==> src/rtl/i2c_bb_pkg.sv <==
package i2c_bb_pkg;

  typedef enum logic [1:0] {ST_IDLE, ST_WAIT, ST_SHIFT, ST_ACK} eng_state_e;

  localparam logic [1:0] A_DATA = 2'd0;
  localparam logic [1:0] A_CTRL = 2'd1;
  localparam logic [1:0] A_STAT = 2'd2;
  localparam logic [1:0] A_MON  = 2'd3;

  localparam int CTL_XFER = 0;
  localparam int CTL_NAK  = 1;
  localparam int CTL_TXIE = 2;
  localparam int CTL_RXIE = 3;

  localparam int STA_TXE  = 0;
  localparam int STA_RXF  = 1;
  localparam int STA_NAKR = 2;
  localparam int STA_BUSY = 3;

  // a byte slot may start once the host has done its half of the handshake
  function automatic logic slot_ready(input logic tx, input logic xfer,
                                      input logic wr_pend, input logic rd_done);
    return xfer && (tx ? wr_pend : rd_done);
  endfunction

  // write-one-to-clear flag: a set in the same cycle wins
  function automatic logic w1c_next(input logic cur, input logic set, input logic clr);
    return set | (cur & ~clr);
  endfunction

endpackage

==> src/rtl/i2c_bb_engine.sv <==
module i2c_bb_engine
  import i2c_bb_pkg::*;
#(
  parameter int DW = 8
) (
  input  logic          clk,
  input  logic          rst_n,
  input  logic          tx_mode,
  input  logic          scl_rise,
  input  logic          scl_fall,
  input  logic          sda_in,
  input  logic          start_det,
  input  logic          stop_det,
  input  logic          xfer,
  input  logic          wr_pend,
  input  logic          rd_done,
  input  logic          nak_ctl,
  input  logic [DW-1:0] buf_q,
  output logic          sda_drive,
  output logic          scl_hold,
  output logic          busy,
  output logic          byte_go,
  output logic          byte_done,
  output logic          ack_sample,
  output logic [DW-1:0] rx_byte
);
  localparam int CW = $clog2(DW + 2);
  localparam logic [CW-1:0] LAST_DATA = CW'(DW);
  localparam logic [CW-1:0] ACK_CNT   = CW'(DW + 1);

  eng_state_e    state;
  logic [CW-1:0] cnt;
  logic [DW-1:0] shreg;
  logic          no_cond;

  assign no_cond    = !stop_det && !start_det;
  assign byte_go    = (state == ST_WAIT) && no_cond &&
                      slot_ready(tx_mode, xfer, wr_pend, rd_done);
  assign ack_sample = (state == ST_ACK) && scl_rise && tx_mode && no_cond;
  assign byte_done  = (state == ST_ACK) && scl_fall && (cnt == ACK_CNT) && no_cond;

  always_ff @(posedge clk or negedge rst_n) begin
    if (!rst_n) begin
      state <= ST_IDLE;
      cnt   <= '0;
      shreg <= '0;
    end else if (stop_det) begin
      state <= ST_IDLE;
      cnt   <= '0;
    end else if (start_det) begin
      state <= ST_WAIT;
      cnt   <= '0;
    end else begin
      case (state)
        ST_WAIT: if (byte_go) begin
          state <= ST_SHIFT;
          cnt   <= '0;
          shreg <= tx_mode ? buf_q : '0;
        end
        ST_SHIFT: begin
          if (scl_rise) begin
            cnt <= cnt + 1'b1;
            if (!tx_mode) shreg <= {shreg[DW-2:0], sda_in};
          end else if (scl_fall && cnt != '0) begin
            if (cnt == LAST_DATA) state <= ST_ACK;
            else if (tx_mode)     shreg <= {shreg[DW-2:0], 1'b0};
          end
        end
        ST_ACK: begin
          if (scl_rise) cnt <= cnt + 1'b1;
          else if (byte_done) begin
            state <= ST_WAIT;
            cnt   <= '0;
          end
        end
        default: ;
      endcase
    end
  end

  always_comb begin
    sda_drive = 1'b1;
    if (state == ST_SHIFT && tx_mode)    sda_drive = shreg[DW-1];
    else if (state == ST_ACK && !tx_mode) sda_drive = nak_ctl;
  end

  assign scl_hold = (state == ST_WAIT);
  assign busy     = (state != ST_IDLE);
  assign rx_byte  = shreg;

endmodule

==> src/rtl/i2c_bb_regs.sv <==
module i2c_bb_regs
  import i2c_bb_pkg::*;
#(
  parameter int DW    = 8,
  parameter int BUS_W = 32
) (
  input  logic             clk,
  input  logic             rst_n,
  input  logic             reg_wr,
  input  logic             reg_rd,
  input  logic [1:0]       reg_addr,
  input  logic [BUS_W-1:0] reg_wdata,
  output logic [BUS_W-1:0] reg_rdata,
  input  logic             tx_mode,
  input  logic             sda_in,
  input  logic             byte_go,
  input  logic             byte_done,
  input  logic             ack_sample,
  input  logic [DW-1:0]    rx_byte,
  input  logic             busy,
  input  logic             mon_scl,
  input  logic             mon_sda,
  output logic [DW-1:0]    buf_q,
  output logic             xfer,
  output logic             nak_ctl,
  output logic             txe_ie,
  output logic             rxf_ie,
  output logic             wr_pend,
  output logic             rd_done,
  output logic             txe_f,
  output logic             rxf_f,
  output logic             nak_rcvd
);
  logic wr_data, wr_ctrl, wr_stat, rd_data;
  logic tx_end, rx_end;
  logic unused_hi;

  assign wr_data   = reg_wr && reg_addr == A_DATA;
  assign wr_ctrl   = reg_wr && reg_addr == A_CTRL;
  assign wr_stat   = reg_wr && reg_addr == A_STAT;
  assign rd_data   = reg_rd && reg_addr == A_DATA;
  assign tx_end    = byte_done && tx_mode;
  assign rx_end    = byte_done && !tx_mode;
  assign unused_hi = ^reg_wdata[BUS_W-1:DW];

  always_ff @(posedge clk or negedge rst_n) begin
    if (!rst_n) begin
      buf_q    <= '0;
      xfer     <= 1'b0;
      nak_ctl  <= 1'b0;
      txe_ie   <= 1'b0;
      rxf_ie   <= 1'b0;
      wr_pend  <= 1'b0;
      rd_done  <= 1'b1;
      txe_f    <= 1'b0;
      rxf_f    <= 1'b0;
      nak_rcvd <= 1'b0;
    end else begin
      // host side first; engine events below take precedence
      if (wr_data) begin
        buf_q   <= reg_wdata[DW-1:0];
        wr_pend <= 1'b1;
      end
      if (rd_data) rd_done <= 1'b1;
      if (wr_ctrl) begin
        xfer    <= reg_wdata[CTL_XFER];
        nak_ctl <= reg_wdata[CTL_NAK];
        txe_ie  <= reg_wdata[CTL_TXIE];
        rxf_ie  <= reg_wdata[CTL_RXIE];
      end
      if (byte_go) begin
        xfer <= 1'b0;
        if (tx_mode) wr_pend <= 1'b0;
      end
      if (rx_end) begin
        buf_q   <= rx_byte;
        rd_done <= 1'b0;
      end
      if (ack_sample) nak_rcvd <= sda_in;
      txe_f <= w1c_next(txe_f, tx_end && txe_ie, wr_stat && reg_wdata[STA_TXE]);
      rxf_f <= w1c_next(rxf_f, rx_end && rxf_ie, wr_stat && reg_wdata[STA_RXF]);
    end
  end

  always_comb begin
    reg_rdata = '0;
    case (reg_addr)
      A_DATA: reg_rdata[DW-1:0] = buf_q;
      A_CTRL: begin
        reg_rdata[CTL_XFER] = xfer;
        reg_rdata[CTL_NAK]  = nak_ctl;
        reg_rdata[CTL_TXIE] = txe_ie;
        reg_rdata[CTL_RXIE] = rxf_ie;
      end
      A_STAT: begin
        reg_rdata[STA_TXE]  = txe_f;
        reg_rdata[STA_RXF]  = rxf_f;
        reg_rdata[STA_NAKR] = nak_rcvd;
        reg_rdata[STA_BUSY] = busy;
      end
      default: reg_rdata[1:0] = {mon_scl, mon_sda};
    endcase
  end

endmodule

==> src/rtl/i2c_bb_busmon.sv <==
module i2c_bb_busmon (
  input  logic clk,
  input  logic rst_n,
  input  logic scl_pin,
  input  logic sda_pin,
  output logic mon_scl,
  output logic mon_sda
);
  always_ff @(posedge clk or negedge rst_n) begin
    if (!rst_n) begin
      mon_scl <= 1'b1;
      mon_sda <= 1'b1;
    end else begin
      mon_scl <= scl_pin;
      mon_sda <= sda_pin;
    end
  end
endmodule

==> src/rtl/i2c_bytebuf_hs.sv <==
module i2c_bytebuf_hs
  import i2c_bb_pkg::*;
#(
  parameter int DW    = 8,
  parameter int BUS_W = 32
) (
  input  logic             clk,
  input  logic             rst_n,
  input  logic             reg_wr,
  input  logic             reg_rd,
  input  logic [1:0]       reg_addr,
  input  logic [BUS_W-1:0] reg_wdata,
  output logic [BUS_W-1:0] reg_rdata,
  input  logic             tx_mode,
  input  logic             scl_rise,
  input  logic             scl_fall,
  input  logic             sda_in,
  input  logic             start_det,
  input  logic             stop_det,
  input  logic             scl_pin,
  input  logic             sda_pin,
  output logic             sda_drive,
  output logic             scl_hold,
  output logic             irq
);
  logic [DW-1:0] buf_q, rx_byte;
  logic xfer, nak_ctl, txe_ie, rxf_ie, wr_pend, rd_done;
  logic txe_f, rxf_f, nak_rcvd, busy;
  logic byte_go, byte_done, ack_sample;
  logic mon_scl, mon_sda;

  i2c_bb_engine #(.DW(DW)) u_eng (
    .clk(clk), .rst_n(rst_n), .tx_mode(tx_mode),
    .scl_rise(scl_rise), .scl_fall(scl_fall), .sda_in(sda_in),
    .start_det(start_det), .stop_det(stop_det),
    .xfer(xfer), .wr_pend(wr_pend), .rd_done(rd_done),
    .nak_ctl(nak_ctl), .buf_q(buf_q),
    .sda_drive(sda_drive), .scl_hold(scl_hold), .busy(busy),
    .byte_go(byte_go), .byte_done(byte_done), .ack_sample(ack_sample),
    .rx_byte(rx_byte)
  );

  i2c_bb_regs #(.DW(DW), .BUS_W(BUS_W)) u_regs (
    .clk(clk), .rst_n(rst_n), .reg_wr(reg_wr), .reg_rd(reg_rd),
    .reg_addr(reg_addr), .reg_wdata(reg_wdata), .reg_rdata(reg_rdata),
    .tx_mode(tx_mode), .sda_in(sda_in),
    .byte_go(byte_go), .byte_done(byte_done), .ack_sample(ack_sample),
    .rx_byte(rx_byte), .busy(busy), .mon_scl(mon_scl), .mon_sda(mon_sda),
    .buf_q(buf_q), .xfer(xfer), .nak_ctl(nak_ctl),
    .txe_ie(txe_ie), .rxf_ie(rxf_ie), .wr_pend(wr_pend), .rd_done(rd_done),
    .txe_f(txe_f), .rxf_f(rxf_f), .nak_rcvd(nak_rcvd)
  );

  i2c_bb_busmon u_mon (
    .clk(clk), .rst_n(rst_n), .scl_pin(scl_pin), .sda_pin(sda_pin),
    .mon_scl(mon_scl), .mon_sda(mon_sda)
  );

  assign irq = txe_f | rxf_f;

endmodule

==> config.mk <==
export PLATFORM = sky130hd
export DESIGN_NAME = i2c_bytebuf_hs
export DESIGN_NICKNAME = d
export VERILOG_FILES = /design/src/rtl/i2c_bb_pkg.sv /design/src/rtl/i2c_bb_engine.sv /design/src/rtl/i2c_bb_regs.sv /design/src/rtl/i2c_bb_busmon.sv /design/src/rtl/i2c_bytebuf_hs.sv
export SDC_FILE = /design/constraint.sdc
export NUM_CORES = 1
export LEC_CHECK = 0
export ABC_AREA = 1
export BUFFER_PORTS_ARGS = -buffer_cell sky130_fd_sc_hd__buf_2
export CORE_UTILIZATION = 54
export CTS_BUF_LIST = sky130_fd_sc_hd__clkbuf_16
export DETAILED_ROUTE_END_ITERATION = 16
export PLACE_DENSITY_LB_ADDON = 0.3
export REMOVE_ABC_BUFFERS = 1
export SLEW_MARGIN = 10
export SYNTH_ARGS = -nofsm -noshare
export SYNTH_HDL_FRONTEND = slang
export SYNTH_HIERARCHICAL = 1
export SYNTH_SLANG_ARGS = --single-unit
export TNS_END_PERCENT = 5
==> constraint.sdc <==
create_clock -name clk -period 2.42 [get_ports clk]
set_input_delay 0.484 -clock clk [delete_from_list [all_inputs] [get_ports clk]]
set_output_delay 0.484 -clock clk [all_outputs]
set_load 0.005 [all_outputs]
==> flow_summary.yaml, run 1 <==
sta:
  min_period_over_period_pct: 75.46
  setup_tns_ns: 0
  setup_violations: 0
  rsz0062_at_grt: "no"
  max_freq_mhz: 547.6
  final.min_clock_period_ns: 1.826
  finalMaxSlewViolations: 0
  worst_slew_pin_slew_ns: 0.7376
  max_slew_margin_pct: 50.83
  final-hold-violation-count: 0
  skew_ns: 0.005790
cells_and_area:
  layout-drive-gt1-share_pct: 18.62
  n_fill_cell: 336
  regArea_sq_um: 829.5
  fin_cells: 397
  nets: 397
  syn_to_final_growth_pct: 12.65
  multi_input_comb_area_sq_mm: 0.001124
  diodes: 0
floorplan:
  start_util_pct: 58.56
  dieHeight_microns: 66.19
  rows: 22
  die-area_sq_mm: 0.004380
  core_sq_mm: 0.003799
  io_pins: 81
  die_x_microns: 66.19
critical_path:
  crit_fanout: 12
  cp-start-kind: "flip-flop"
  critPathRequiredTime_ns: 1.94
  cp-end-kind: "output port"
  path_class: "flip-flop to output port"
  crit_path_top_delay_cell: "dfrtp_1"
  max_stage_delay_ns: 0.47
  critPathBufInv: 1
  cpLargestDelayFamily: "simple AND/OR/NAND/NOR gates"
  worstPathArrival_ns: 1.34
  path_cells: "nand2_2 -> nor3_1 -> nor2_1 -> buf_2"
grt:
  grt_pass1_wl_mm: 8.673
  track_usage_pct: 26.66
  grt_overflow_total: 0
  grt_max_degree: 34
  grt_pass1_vias: 1870
  antenna_found_initial: 0
yosys:
  synth_edf_count: 0
  synth_area_per_cell_sq_um: 7.085
  synth_area_leader_cell: "dfrtp_1"
  synth_flop_cell: "dfrtp_1"
  synth-seq-cells: 33
  synthArstFlopShare_pct: 100.0
  ys_types: 27
  yosysMostFrequentCell: "nand2_1"
  yosys.area.top_type_share_pct: 33.75
  syn-cell-area_sq_mm: 0.002225
  ys_seq_area_share_pct: 37.29
  yosysWarnings: 6
  synth_common_cells: "nand2_1 (117), nand3_1 (53), dfrtp_1 (30), inv_1 (29), buf_4 (27)"
  synth_area_leaders: "dfrtp_1 (34%), nand2_1 (20%), nand3_1 (12%), buf_4 (9.1%), inv_1 (4.9%)"
  synth_cells: 314
routing:
  drtIter0Drc: 119
  drtPass1Iterations: 4
  post_drt_wl_per_cell_microns: 12.84
  route.met2.wl_mm: 2.544
  ant_nets: 0
  top_layer: "met4"
  vias: 2038
  wl_met1_mm: 2.112
  wl_met3_microns: 383
  wl_mm: 5.099
  via_per_inst: 5.134
  drc: 0
pwr:
  pwr-share-seq_pct: 39.7
  pwr-share-comb_pct: 16.3
  worst_ir_drop_vdd_mv: 0.5135
  p_switching_mw: 0.5242
  p_leak_nw: 1.492
  p_per_area_mw_per_mm2: 747.9
  swShare_pct: 27.97
  clockPowerShare_pct: 44.0
  p_int_mw: 1.350
placement:
  post-place-cells: 389
  portBuffers: 32
  gp_congestion: 0.7944
  dp_hpwl_mm: 3.505
run:
  cap_violations: 0
clock_network:
  post_cts_resized: 0
  post_cts_buffers: 0
  hold_buffers: 0
  clock_latency_ns: 0.28
  clock-sinks: 33
  cts_tree: "built"
  cts_root_buf: "clkbuf_16"
  htreeDepth: 2
  path_clk_slew_ns: 0.05
  clk_path_buf_depth: 2
  cts_buffers: 5
hold_path:
  hp-class: "input pin to async pin"
run_status:
  status: "finished clean"
## state kept, by name, summed over array words and instances (netlist names)
register / count
u_eng/cnt: 4
u_eng/rx_byte: 8
u_eng/state: 2
u_mon/mon_scl: 1
u_mon/mon_sda: 1
u_regs/buf_q: 8
u_regs/nak_ctl: 1
u_regs/nak_rcvd: 1
u_regs/rd_done: 1
u_regs/rxf_f: 1
u_regs/rxf_ie: 1
u_regs/txe_f: 1
u_regs/txe_ie: 1
u_regs/wr_pend: 1
u_regs/xfer: 1
## worst paths after layout
| check | startpoint | endpoint | slack [ns] | cells past startpoint |
|---|---|---|---|---|
| max | u_eng/state[1] | sda_drive | 0.59 | 4 |
| min | rst_n | u_eng/state[1] | 0.26 | 1 |
| max reg2reg | u_eng/cnt[1] | u_regs/buf_q[6] | 0.84 | 9 |
| min reg2reg | u_eng/rx_byte[3] | u_eng/rx_byte[3] | 0.50 | 2 |
| max in group asynchronous | rst_n | u_regs/buf_q[5] | 1.68 | 1 |
| min in group clk | scl_pin | u_mon/mon_scl | 0.30 | 1 |
## power by group through the flow
stage | registers, mW | logic [mW] | clock network [mW]
after floorplan | 0.718 | 0.201 | 0
after global placement | 0.744 | 0.289 | 0
after detailed placement | 0.747 | 0.299 | 0
after CTS | 0.740 | 0.305 | 0.832
after global routing | 0.754 | 0.352 | 0.862
final | 0.744 | 0.306 | 0.824
## metrics by stage
stage / instance area [sq um] / total power [mW] / util (%) / setup slack (ns) / hold WS, ns
final: 2506 / 1.874 / 65.98 / 0.5939 / 0.2636
after global routing: 2506 / 1.968 / 65.98 / 0.4823 / 0.2983
after CTS: 2506 / 1.877 / 65.98 / 0.5872 / 0.2885
after detailed placement: 2316 / 1.046 / 60.97 / 0.6639 / 0.4872
after global placement: 2316 / 1.033 / 60.97 / 0.6683 / 0.4848
after floorplan: 2081 / 0.9189 / - / 0.7620 / 0.1884
## kinds of logic (layout without fill, tap and decap cells)
kind of cell	count (synthesis)	count (layout)	share of synthesized area (%)
simple gates	203	203	41.51
buf+inv	64	76	16.08
flops	33	33	37.29
compound gates	7	7	1.969
fa+ha+maj	3	3	1.687
xor+xnor	2	2	0.7875
other cells	1	24	0.1686
mux	1	1	0.5062
## cells in the final DEF (no fill, tap or decap), drive strengths merged
cell type  synthesis  routed
xor2               1       1
dfrtp             30      30
nand2            125     125
inv               34      34
clkinv             0       1
nand3             53      53
a21oi              2       2
buf               30      34
a21boi             1       1
nor2              18      18
o21bai             1       1
ha                 3       3
o21ai              3       3
bufinv             0       2
nand4              5       5
xnor2              1       1
dfstp              3       3
mux2               1       1
conb               1      24
clkbuf             0       5
nor3               2       2
## worst register-to-register path, delay by kind of cell, from the launching register on
family,cells,cell delay (ns)
simple gates,7,0.80
buf+inv,1,0.10
fa+ha+maj,1,0.16
flops,1,0.41
## routing by layer
metal  vias up  track usage, %
li1       1003               -
met1       940           33.11
met2        88           45.41
met3         7           4.655
met4         0           10.90
met5         -               0
## final cells by class
| class | instances | share of cell area, % |
|---|---|---|
| flip-flops and latches | 33 | 33.10 |
| inverters | 34 | 5.092 |
| well taps | 48 | 2.396 |
| clock inverters | 3 | 2.596 |
| repair buffers | 34 | 6.990 |
| clock buffers | 5 | 4.993 |
| multi-input cells | 240 | 44.83 |
Power figures use the tool's default switching activity.
==> run 2: changes to the inputs <==
- CORE_UTILIZATION: 54 -> 50
- clock period: 2.42 -> 1.8 ns (I/O delays scaled with it)
==> run 2 against run 1 <==
Net effect: global-route usage shrank 3.5 points; clock power shrank 3.0%; sequential power grew 33%; combinational power grew 34%.
==> flow_summary.yaml, run 2 (synthesis gave the netlist of run 1 again) <==
run_status:
  status: "finished clean"
run:
  cap_violations: 0
grt:
  met3_usage_pct: 5.592
  grt_pass1_wl_mm: 7.955
  grt_use_met2_pct: 39.22
  grt_overflow_total: 0
  grt_max_degree: 34
  grt_pass1_vias: 1802
  grt_use_met1_pct: 28.79
  track_usage_pct: 23.18
  antenna_found_initial: 0
  top_usage_layer: "met2"
clock_network:
  cts_root_buf: "clkbuf_16"
  post_cts_buffers: 0
  clock_latency_ns: 0.28
  clock-sinks: 33
  clk_path_buf_depth: 2
  cts_tree: "built"
  htreeDepth: 2
  path_clk_slew_ns: 0.05
  cts_buffers: 5
  hold_buffers: 0
pwr:
  p_leak_nw: 1.486
  p_int_mw: 1.531
  pwr-share-comb_pct: 18.6
  p_switching_mw: 0.6649
  total_power_mw: 2.195
  swShare_pct: 30.28
  p_per_area_mw_per_mm2: 884.0
  worst_ir_drop_vdd_mv: 0.3834
  clockPowerShare_pct: 36.4
  pwr-share-seq_pct: 45.0
routing:
  vias: 2006
  via_per_inst: 4.990
  drc: 0
  post_drt_wl_per_cell_microns: 12.33
  drtIter0Drc: 138
  ant_nets: 0
  drtPass1Iterations: 4
  wl_mm: 4.956
cells_and_area:
  layout_common_cells: "nand2_1 (117), nand3_1 (53), buf_2 (32)"
  final_common_cell: "nand2_1"
  nets: 400
  layout-drive-gt1-share_pct: 18.75
  diodes: 0
  final_cell_area_sq_mm: 0.002484
  syn_to_final_growth_pct: 11.64
floorplan:
  die-area_sq_mm: 0.004720
  start_util_pct: 53.68
  dieHeight_microns: 68.70
  rows: 23
  core_sq_mm: 0.004144
  io_pins: 81
  die_x_microns: 68.70
critical_path:
  r2r_slack_ns: 0.23
  cp-end-kind: "output port"
  path_class: "flip-flop to output port"
  critPathRequiredTime_ns: 1.44
  worstPathArrival_ns: 1.30
  crit_fanout: 12
  cp-start-kind: "flip-flop"
sta:
  final.min_clock_period_ns: 1.657
  final-hold-violation-count: 0
  finalMaxSlewViolations: 0
  min_period_over_period_pct: 92.03
  layout_setup_ws_ns: 0.1434
  max_freq_mhz: 603.7
  skew_ns: 0.003204
  rsz0062_at_grt: "no"
  setup_violations: 0
  setup_tns_ns: 0
placement:
  dp_hpwl_mm: 3.569
  portBuffers: 32
  gp_congestion: 0.8370
  preCtsSetupSlack_ns: 0.2661
  place_area_sq_mm: 0.002341
hold_path:
  hp-class: "input pin to async pin"
==> run 2: final cells by class <==
class / count / area (sq um)
Inverter: 34 / 127.6
Timing Repair Buffer: 37 / 197.7
Multi-Input combinational cell: 240 / 1129
Sequential cell: 33 / 829.5
Clock inverter: 3 / 12.51
Tap cell: 50 / 62.56
Fill cell: 396 / 1660
Clock buffer: 5 / 125.1
==> run 2: routing by layer <==
layer | wire [microns] | vias up
li1 | - | 1007
met1 | 2288 | 938
met2 | 2373 | 57
met3 | 250 | 4
met4 | 43 | 0
met5 | 0 | -
==> run 2: timing repair <==
item | 4_1_cts | 5_1_grt
endpoints found under the hold margin | 0 | 0
endpoints found under the setup margin | 0 | 1
resized for setup | 0 | 1
==> run 2: worst paths after layout <==
kind	from	end	depth (start not counted)
setup / recovery	u_eng/state[1]	sda_drive	4
hold / removal	rst_n	u_regs/xfer	2
min in group clk	sda_pin	u_mon/mon_sda	1
hold reg to reg	u_eng/rx_byte[6]	u_eng/rx_byte[6]	2
setup reg to reg	u_eng/state[1]	u_regs/buf_q[2]	9
max in group asynchronous	rst_n	u_mon/mon_sda	2
==> run 2: power by group through the flow <==
stage	Combinational, mW	Sequential (mW)	Clock (mW)
2_1_floorplan	0.271	0.965	0
3_3_place_gp	0.397	0.996	0
3_5_place_dp	0.405	0.999	0
4_1_cts	0.407	0.987	0.815
5_1_grt	0.476	1.01	0.855
6_report	0.409	0.988	0.799
==> run 2: per-stage QoR <==
stage,std cells,hold slack (ns),util (%)
after floorplan,307,0.06441,-
after global placement,394,0.4111,56.49
after detailed placement,394,0.4180,56.49
after CTS,402,0.1238,59.81
after global routing,402,0.1518,59.93
final,402,0.1109,59.93
==> run 2: critical path, stage by stage, from the launching register on <==
cell,delay [ns]
dfrtp_1,0.49
nand2_4,0.16
nor3_1,0.18
nor2_1,0.07
buf_2,0.12
